**config.mk**
```make
export PLATFORM = sky130hd
export DESIGN_NAME = i2c_pin_ctrl
export DESIGN_NICKNAME = d
export VERILOG_FILES = /design/src/rtl/i2c_pin_pkg.sv /design/src/rtl/i2c_pin_sync.sv /design/src/rtl/i2c_sda_path.sv /design/src/rtl/i2c_scl_path.sv /design/src/rtl/i2c_pin_ctrl.sv
export SDC_FILE = /design/constraint.sdc
export NUM_CORES = 1
export LEC_CHECK = 0
export BUFFER_PORTS_ARGS = -buffer_cell sky130_fd_sc_hd__buf_2
export CAP_MARGIN = 5
export CORE_MARGIN = 1.5
export CORE_UTILIZATION = 45
export DETAILED_ROUTE_END_ITERATION = 8
export GPL_TIMING_DRIVEN = 0
export PLACE_DENSITY = 0.76
export SETUP_SLACK_MARGIN = 0.15
export SKIP_LAST_GASP = 1
export SLEW_MARGIN = 25
export SYNTH_ARGS = -nofsm -noshare
export SYNTH_HDL_FRONTEND = slang
export SYNTH_SLANG_ARGS = --single-unit
```
**constraint.sdc**
```tcl
create_clock -name clk -period 1.75 [get_ports clk]
set_input_delay 0.35 -clock clk [delete_from_list [all_inputs] [get_ports clk]]
set_output_delay 0.35 -clock clk [all_outputs]
set_load 0.01 [all_outputs]
```
**src/rtl/i2c_pin_pkg.sv**
```systemverilog
package i2c_pin_pkg;
  localparam int SYNC_STAGES = 2;
  localparam int PIN_COUNT   = 2;
  localparam int IDX_SDA     = 0;
  localparam int IDX_SCL     = 1;

  typedef struct packed {
    logic scl;
    logic sda;
  } bus_lvl_t;
endpackage

```
**src/rtl/i2c_pin_sync.sv**
```systemverilog
module i2c_pin_sync #(
  parameter int N      = 2,
  parameter int STAGES = 2
) (
  input  logic         clk,
  input  logic         rst_n,
  input  logic [N-1:0] raw_in,
  output logic [N-1:0] sync_out
);
  for (genvar g = 0; g < N; g++) begin : g_bit
    logic [STAGES-1:0] chain_q;
    always_ff @(posedge clk or negedge rst_n) begin
      if (!rst_n) chain_q <= '1;
      else        chain_q <= {chain_q[STAGES-2:0], raw_in[g]};
    end
    assign sync_out[g] = chain_q[STAGES-1];
  end
endmodule

```
**src/rtl/i2c_sda_path.sv**
```systemverilog
module i2c_sda_path #(
  parameter int DLY_W   = 4,
  parameter int DEF_DLY = 2
) (
  input  logic             clk,
  input  logic             rst_n,
  input  logic             i2c_mode,
  input  logic             port_bit,
  input  logic             tx_valid,
  input  logic             tx_bit,
  output logic             tx_ready,
  input  logic             scl_sync,
  input  logic             dly_wr,
  input  logic [DLY_W-1:0] dly_in,
  output logic [DLY_W-1:0] dly_q,
  output logic             sda_oe
);
  localparam logic [DLY_W-1:0] CNT_MAX   = '1;
  localparam logic [DLY_W-1:0] DLY_RESET = DLY_W'(DEF_DLY);

  logic             sda_q;
  logic             held_q;
  logic             held_bit_q;
  logic [DLY_W-1:0] low_cnt_q;
  logic             settled;
  logic             take;
  logic             apply;

  // delay configuration register
  always_ff @(posedge clk or negedge rst_n) begin
    if (!rst_n)      dly_q <= DLY_RESET;
    else if (dly_wr) dly_q <= dly_in;
  end

  // count system clocks since the synchronized SCL went low
  always_ff @(posedge clk or negedge rst_n) begin
    if (!rst_n)                low_cnt_q <= '0;
    else if (scl_sync)         low_cnt_q <= '0;
    else if (low_cnt_q != CNT_MAX) low_cnt_q <= low_cnt_q + 1'b1;
  end

  assign settled  = !scl_sync && (low_cnt_q >= dly_q);
  assign tx_ready = i2c_mode && !held_q;
  assign take     = tx_valid && tx_ready;
  assign apply    = i2c_mode && held_q && settled;

  // one-entry holding slot
  always_ff @(posedge clk or negedge rst_n) begin
    if (!rst_n) begin
      held_q     <= 1'b0;
      held_bit_q <= 1'b1;
    end else if (!i2c_mode) begin
      held_q <= 1'b0;
    end else if (take) begin
      held_q     <= 1'b1;
      held_bit_q <= tx_bit;
    end else if (apply) begin
      held_q <= 1'b0;
    end
  end

  // SDA output register: tracks port latch out of mode
  always_ff @(posedge clk or negedge rst_n) begin
    if (!rst_n)         sda_q <= 1'b1;
    else if (!i2c_mode) sda_q <= port_bit;
    else if (apply)     sda_q <= held_bit_q;
  end

  assign sda_oe = i2c_mode && !sda_q;


  sda_frozen_high_chk: assert property (@(posedge clk) disable iff (!rst_n)
    (i2c_mode && scl_sync) |=> $stable(sda_q));


  sda_early_chk: assert property (@(posedge clk) disable iff (!rst_n)
    (i2c_mode && (low_cnt_q < dly_q)) |=> $stable(sda_q));


  take_once_chk: assert property (@(posedge clk) disable iff (!rst_n)
    (tx_valid && tx_ready) |=> !tx_ready);
endmodule

```
**src/rtl/i2c_scl_path.sv**
```systemverilog
module i2c_scl_path (
  input  logic clk,
  input  logic rst_n,
  input  logic i2c_mode,
  input  logic hold_en,
  input  logic gen_scl,
  input  logic latch_wr,
  input  logic latch_wdata,
  input  logic scl_sync,
  output logic latch_q,
  output logic scl_oe
);
  logic scl_prev_q;
  logic scl_fell;

  always_ff @(posedge clk or negedge rst_n) begin
    if (!rst_n) scl_prev_q <= 1'b1;
    else        scl_prev_q <= scl_sync;
  end

  assign scl_fell = scl_prev_q && !scl_sync;

  always_ff @(posedge clk or negedge rst_n) begin
    if (!rst_n)                               latch_q <= 1'b1;
    else if (latch_wr)                        latch_q <= latch_wdata;
    else if (i2c_mode && hold_en && scl_fell) latch_q <= 1'b0;
  end

  assign scl_oe = i2c_mode && (!gen_scl || !latch_q);


  hold_clear_chk: assert property (@(posedge clk) disable iff (!rst_n)
    (i2c_mode && hold_en && scl_prev_q && !scl_sync && !latch_wr) |=> !latch_q);


  latch_kept_chk: assert property (@(posedge clk) disable iff (!rst_n)
    (!hold_en && !latch_wr) |=> $stable(latch_q));
endmodule

```
**src/rtl/i2c_pin_ctrl.sv**
```systemverilog
module i2c_pin_ctrl
  import i2c_pin_pkg::*;
#(
  parameter int DLY_W   = 4,
  parameter int DEF_DLY = 2
) (
  input  logic             clk,
  input  logic             rst_n,
  input  logic             i2c_mode,
  input  logic             sda_port_q,
  input  logic             tx_valid,
  input  logic             tx_bit,
  output logic             tx_ready,
  input  logic             gen_scl,
  input  logic             scl_hold_en,
  input  logic             scl_latch_wr,
  input  logic             scl_latch_wdata,
  output logic             scl_latch_q,
  input  logic             sda_dly_wr,
  input  logic [DLY_W-1:0] sda_dly_in,
  output logic [DLY_W-1:0] sda_dly_q,
  input  logic             gp_drive_low,
  output logic             gp_oe,
  input  logic             sda_pin,
  input  logic             scl_pin,
  output logic             sda_oe,
  output logic             scl_oe,
  output logic             sda_level,
  output logic             scl_level
);
  logic [PIN_COUNT-1:0] raw_pins;
  logic [PIN_COUNT-1:0] synced;
  bus_lvl_t             lvl;

  assign raw_pins[IDX_SDA] = sda_pin;
  assign raw_pins[IDX_SCL] = scl_pin;

  i2c_pin_sync #(.N(PIN_COUNT), .STAGES(SYNC_STAGES)) u_sync (
    .clk      (clk),
    .rst_n    (rst_n),
    .raw_in   (raw_pins),
    .sync_out (synced)
  );

  assign lvl.sda   = synced[IDX_SDA];
  assign lvl.scl   = synced[IDX_SCL];
  assign sda_level = lvl.sda;
  assign scl_level = lvl.scl;

  i2c_sda_path #(.DLY_W(DLY_W), .DEF_DLY(DEF_DLY)) u_sda (
    .clk      (clk),
    .rst_n    (rst_n),
    .i2c_mode (i2c_mode),
    .port_bit (sda_port_q),
    .tx_valid (tx_valid),
    .tx_bit   (tx_bit),
    .tx_ready (tx_ready),
    .scl_sync (lvl.scl),
    .dly_wr   (sda_dly_wr),
    .dly_in   (sda_dly_in),
    .dly_q    (sda_dly_q),
    .sda_oe   (sda_oe)
  );

  i2c_scl_path u_scl (
    .clk         (clk),
    .rst_n       (rst_n),
    .i2c_mode    (i2c_mode),
    .hold_en     (scl_hold_en),
    .gen_scl     (gen_scl),
    .latch_wr    (scl_latch_wr),
    .latch_wdata (scl_latch_wdata),
    .scl_sync    (lvl.scl),
    .latch_q     (scl_latch_q),
    .scl_oe      (scl_oe)
  );

  // third pin stays a plain port in every mode
  assign gp_oe = gp_drive_low;


  off_released_chk: assert property (@(posedge clk) disable iff (!rst_n)
    !i2c_mode |-> (!sda_oe && !scl_oe && !tx_ready));


  scl_read_chk: assert property (@(posedge clk) disable iff (!rst_n)
    $past(scl_pin, 2) == 1'b0 && $past(rst_n, 2) |-> !scl_level);
endmodule

```
Yosys cells after proc, flatten, opt, wreduce, memory -nomap -nowiden

Index checks and enable logic that the tools add are counted.
W data, S select, Z words.

Bits in registers: 17
Input port bits: 18
Output and inout bits: 11
Logic and storage cells: 42

Add/subtract/negate cells: 1
$lt $le $gt $ge: 1
Equality and inequality tests: 3
Mux-type cells: 9
Reduce and logical (&&, ||, !) cells: 19

Operators by type and width:

| cell                  | count |
|---|---|
| $logic_and A1 B1 Y1   | 10 |
| $mux W4               | 2 |
| $mux W1               | 7 |
| $logic_not A1 Y1      | 5 |
| $add A4 B1 Y4 const B | 1 |
| $ge A4 B4 Y1          | 1 |
| $ne A4 B4 Y1 const B  | 1 |
| $reduce_bool A2 Y1    | 2 |
| $ne A3 B1 Y1 const B  | 1 |
| $ne A2 B1 Y1 const B  | 1 |
| $reduce_and A2 Y1     | 1 |
| $logic_or A1 B1 Y1    | 1 |

Logic depth before layout (Yosys ltp)

Word-level depth: 6
Mapped depth: 6
Depth with buffers taken out: 6

Cells and area by module

From an unflattened synthesis, not the netlist that was laid out.

Cells, all modules: 67
Area total of the unflattened synthesis: 789.5 µm²

Modules (own cells, without submodules):

| module       | times used | cells each | area each (µm²) | sequential area each (µm²) |
|---|---|---|---|---|
| i2c_sda_path | 1          | 54         | 575.6           | 279.0 |
| i2c_pin_sync | 1          | 6          | 120.1           | 105.1 |
| i2c_scl_path | 1          | 6          | 86.3            | 52.6 |
| i2c_pin_ctrl | 1          | 1          | 7.5             | 0.0 |

Least setup slack after synthesis

No wires, ideal clock.

Kind: flip-flop to flip-flop
Start point: register u_sda.dly_q[1]
End point: register u_sda.sda_q
Setup time: 0.082 ns
Data arrival time: 1.530 ns
Required time: 1.668 ns
Slack: 0.137 ns
Stages on the path, launching flop included: 7
Buffers on the path: 0
Period minus slack after synthesis: 1.613 ns
Cell sequence: dfstp_2 inv_1 ha_1 o211ai_1 o21a_1 o21ai_2 mux2_4

Word-level cells in the longest chain between the ends: 4

RTL lines:

| element                | RTL line           | RTL |
|---|---|---|
| start, declared        | i2c_sda_path.sv:15 | `output logic [DLY_W-1:0] dly_q,` |
| start signal, assigned | i2c_sda_path.sv:32 | `else if (dly_wr) dly_q <= dly_in;` |
| $ge A4 B4 Y1           | i2c_sda_path.sv:42 | `assign settled = !scl_sync && (low_cnt_q >= dly_q);` |
| $logic_and A1 B1 Y1    | i2c_sda_path.sv:42 |  |
| $logic_and A1 B1 Y1    | i2c_sda_path.sv:45 | `assign apply = i2c_mode && held_q && settled;` |
| $ne A2 B1 Y1 (no line) | n/a                |  |
| end signal, assigned   | i2c_sda_path.sv:65 | `else if (!i2c_mode) sda_q <= port_bit;` |
| end signal, assigned   | i2c_sda_path.sv:66 | `else if (apply) sda_q <= held_bit_q;` |
| end, declared          | i2c_sda_path.sv:21 | `logic sda_q;` |

No other way between the ends.
A chain may end at the register's enable or synchronous reset.

Worst setup path in the final report

Same ends and word-level chain as after synthesis.

==> results.json <==
{
  "status": "complete, no violations",
  "wl_per_cell_um": 11.0,
  "max_freq_ghz": 0.612,
  "drive_gt1_frac": 0.505,
  "layout_commonest_cell": "buf_2",
  "arrival_ns": 1.87,
  "root_buffer": "clkbuf_4",
  "htree_levels": 1,
  "power.density_nw_per_um2": 836,
  "final_cells": 115,
  "clock_skew_ns": 0.00291,
  "grt_max_degree": 18,
  "muxShareOfSynthArea": 0.0764,
  "crit_family": "flip-flops",
  "endpoint_kind": "register",
  "fp-row-count": 14,
  "layout.nets": 123,
  "synthesis.area_um2": 769,
  "die_area_um2": 1970,
  "hpwl_um": 1000,
  "numCtsBuffers": 3,
  "yosysSeqAreaShare": 0.567,
  "power_frac_seq": 0.568,
  "floorplan.initialDensity": 0.494,
  "start_kind": "register",
  "first_pass_iters": 6,
  "cp.required_ns": 1.98,
  "combPwrFrac": 0.178,
  "slew_headroom": 0.771,
  "core-area_um2": 1560,
  "numPortBuffers": 27,
  "dp_slack_ns": 0.0800,
  "first_global_vias": 554,
  "synth_compound_area_frac": 0.0813,
  "switchingPower_uw": 216,
  "via_count": 618,
  "cp.buffers_inverters": 1,
  "postRouteAntennaNets": 0,
  "placed_area_um2": 925,
  "drt-total-wl_um": 1270,
  "drt-vias-per-instance": 5.37,
  "synthAdderAreaFrac": 0.0813,
  "pin_count": 29,
  "ir_drop_uv": 565,
  "die_w_um": 44.4,
  "synthCells": 66,
  "setup_viol": 0,
  "setup_ws_ns": 0.117,
  "clkPwrFrac": 0.255,
  "worstMarginPinSlew_ns": 0.344,
  "setup_tns_ns": 0,
  "period_share": 0.933,
  "worstPathMaxFanout": 2,
  "maxSlewViolCount": 0,
  "grt_util_all_layers": 0.157,
  "gp_congestion": 0.757,
  "cts_tree": "done",
  "synth-simple-area-share": 0.153,
  "postLayoutCellArea_um2": 982,
  "die_h_um": 44.4,
  "synth_cell_types": 26,
  "final_cell_mix": "buf_2, dfstp_2, dfrtp_1",
  "yosys_warnings": 0,
  "drt_iter0_drc": 12,
  "synth.avg_cell_area_um2": 11.7,
  "grt_overflow": 0,
  "grt_pass1_wl_um": 2160,
  "period_minus_slack_ns": 1.63,
  "flow.area_growth_from_synthesis_pct": 27.6,
  "min_path_type": "in -> reg",
  "cp_slowest_cell": "dfstp_2",
  "path_cells": "inv_2, ha_4, o211ai_1, o21a_1, o21ai_2, mux2_4",
  "cpPeakStageDelay_ns": 0.55,
  "synth_top_family_by_area": "simple AND/OR/NAND/NOR gates",
  "diodes": 0,
  "max-cap-violations": 0,
  "grt_antenna_before_repair": 0,
  "clk_latency_ns": 0.29,
  "rsz0062_at_grt": "true",
  "synth_fp_nets": 89,
  "cts_sinks": 17,
  "ys_ff_latch": 17,
  "final_util": 0.630,
  "drc": 0,
  "path_class": "reg -> reg",
  "power.leakage_uw": 0.000485,
  "synthXorXnorAreaFrac": 0.0114,
  "p_int_uw": 605,
  "final-hold-violation-count": 0,
  "dpl.cell_count": 109,
  "clk_pin_slew_ns": 0.10,
  "sw_frac_of_total": 0.263,
  "clock_path_buffers": 2
}
==> through the flow <==
stage                     total power, µW  hold slack, ns
after floorplan                       547          0.0544
after global routing                  873           0.114
final                                 821           0.139
after detailed placement              611           0.281
after global placement                604           0.281
after CTS                             830           0.135
==> final cells by class <==
type | instances | area [µm²]
flip-flops and latches | 17 | 437
clock inverters | 1 | 5.00
repair buffers | 29 | 153
multi-input cells | 44 | 323
well taps | 16 | 20.0
clock buffers | 3 | 22.5
inverters | 4 | 15.0
fillers | 127 | 577
plain buffers | 1 | 7.51
==> cells by family after synthesis <==
family	after synthesis
AND/OR/NAND/NOR	23
XOR/XNOR	1
AO/OA/AOI/OAI	10
flip-flops	17
multiplexers	5
adder cells (fa/ha/maj)	5
buffers and inverters	5
==> power by group through the flow <==
stage / Combinational (µW) / Clock, µW / Sequential [µW]
2_1_floorplan: 73.9 / 0 / 473
3_3_place_gp: 134 / 0 / 469
3_5_place_dp: 140 / 0 / 472
4_1_cts: 149 / 215 / 467
5_1_grt: 166 / 237 / 471
6_report: 146 / 209 / 466
==> what timing repair did <==
| item | in CTS | in global routing |
|---|---|---|
| pin swaps | 3 | 3 |
| gates resized for setup | 2 | 0 |
| hold buffers | 1 | 0 |
| setup endpoints to repair | 1 | 2 |
| setup buffers | 1 | 0 |
| hold endpoints to repair | 8 | 0 |
==> routing by layer <==
metal	GRT usage	share of wire	wire, µm
met1	0.172	0.41	518
met2	0.276	0.52	654
met3	0.0367	0.054	68
met4	0.0909	0.020	25
met5	0	0	0
==> flip-flops by register name, summed over array words and instances (netlist names) <==
signal and flops:
u_scl.scl_prev_q 1, u_sda.low_cnt_q 4, u_scl.latch_q 1, u_sda.dly_q 4
u_sda.held_bit_q 1, u_sda.sda_q 1, u_sda.held_q 1, u_sync.g_bit.chain_q 4
==> path summary, 6_finish.rpt <==
kind,slack [ns],from,cells past startpoint,endpoint
max in group asynchronous,0.97,rst_n,2,u_scl.latch_q$_DFFE_PN1P_
min in group asynchronous,0.48,rst_n,2,u_sda.low_cnt_q[0]$_DFFE_PN0P_
hold reg to reg,0.36,u_sync.g_bit[0].chain_q[0]$_DFF_PN1_,0,u_sync.g_bit[0].chain_q[1]$_DFF_PN1_
setup / recovery,0.12,u_sda.dly_q[1]$_DFFE_PN1P_,6,u_sda.sda_q$_DFFE_PN1P_
hold / removal,0.14,scl_pin,1,u_sync.g_bit[1].chain_q[0]$_DFF_PN1_
setup reg to reg,0.12,u_sda.dly_q[1]$_DFFE_PN1P_,6,u_sda.sda_q$_DFFE_PN1P_
==> Yosys cell counts <==
cell | n | area share
o21ai_2 | 1 | 0.011
o211ai_1 | 1 | 0.0098
mux2i_1 | 1 | 0.013
buf_4 | 1 | 0.0098
nor3_1 | 2 | 0.013
a21boi_0 | 1 | 0.0098
inv_1 | 4 | 0.020
nand2_1 | 7 | 0.034
nor3b_2 | 1 | 0.016
dfrtp_1 | 8 | 0.26
a21oi_1 | 1 | 0.0065
ha_1 | 5 | 0.081
mux2_4 | 1 | 0.020
nand4b_1 | 1 | 0.011
nor2_1 | 6 | 0.029
a31oi_1 | 1 | 0.0081
o21a_1 | 1 | 0.0098
xnor2_1 | 1 | 0.011
nor3b_1 | 1 | 0.0098
nor2b_1 | 1 | 0.0081
o21ai_0 | 4 | 0.026
dfstp_2 | 9 | 0.31
nand2b_1 | 1 | 0.0081
nand3_1 | 2 | 0.013
mux2_2 | 3 | 0.044
and2b_1 | 1 | 0.0098
==> worst register-to-register path, delay by kind of cell (launching register included) <==
kind	cells	cell delay (ns)
AOI/OAI and AO/OA	3	0.41
adders and majority gates	1	0.25
buffers and inverters	1	0.05
DFF	1	0.55
muxes	1	0.31
Note: power is estimated with default switching activity, not from simulation.
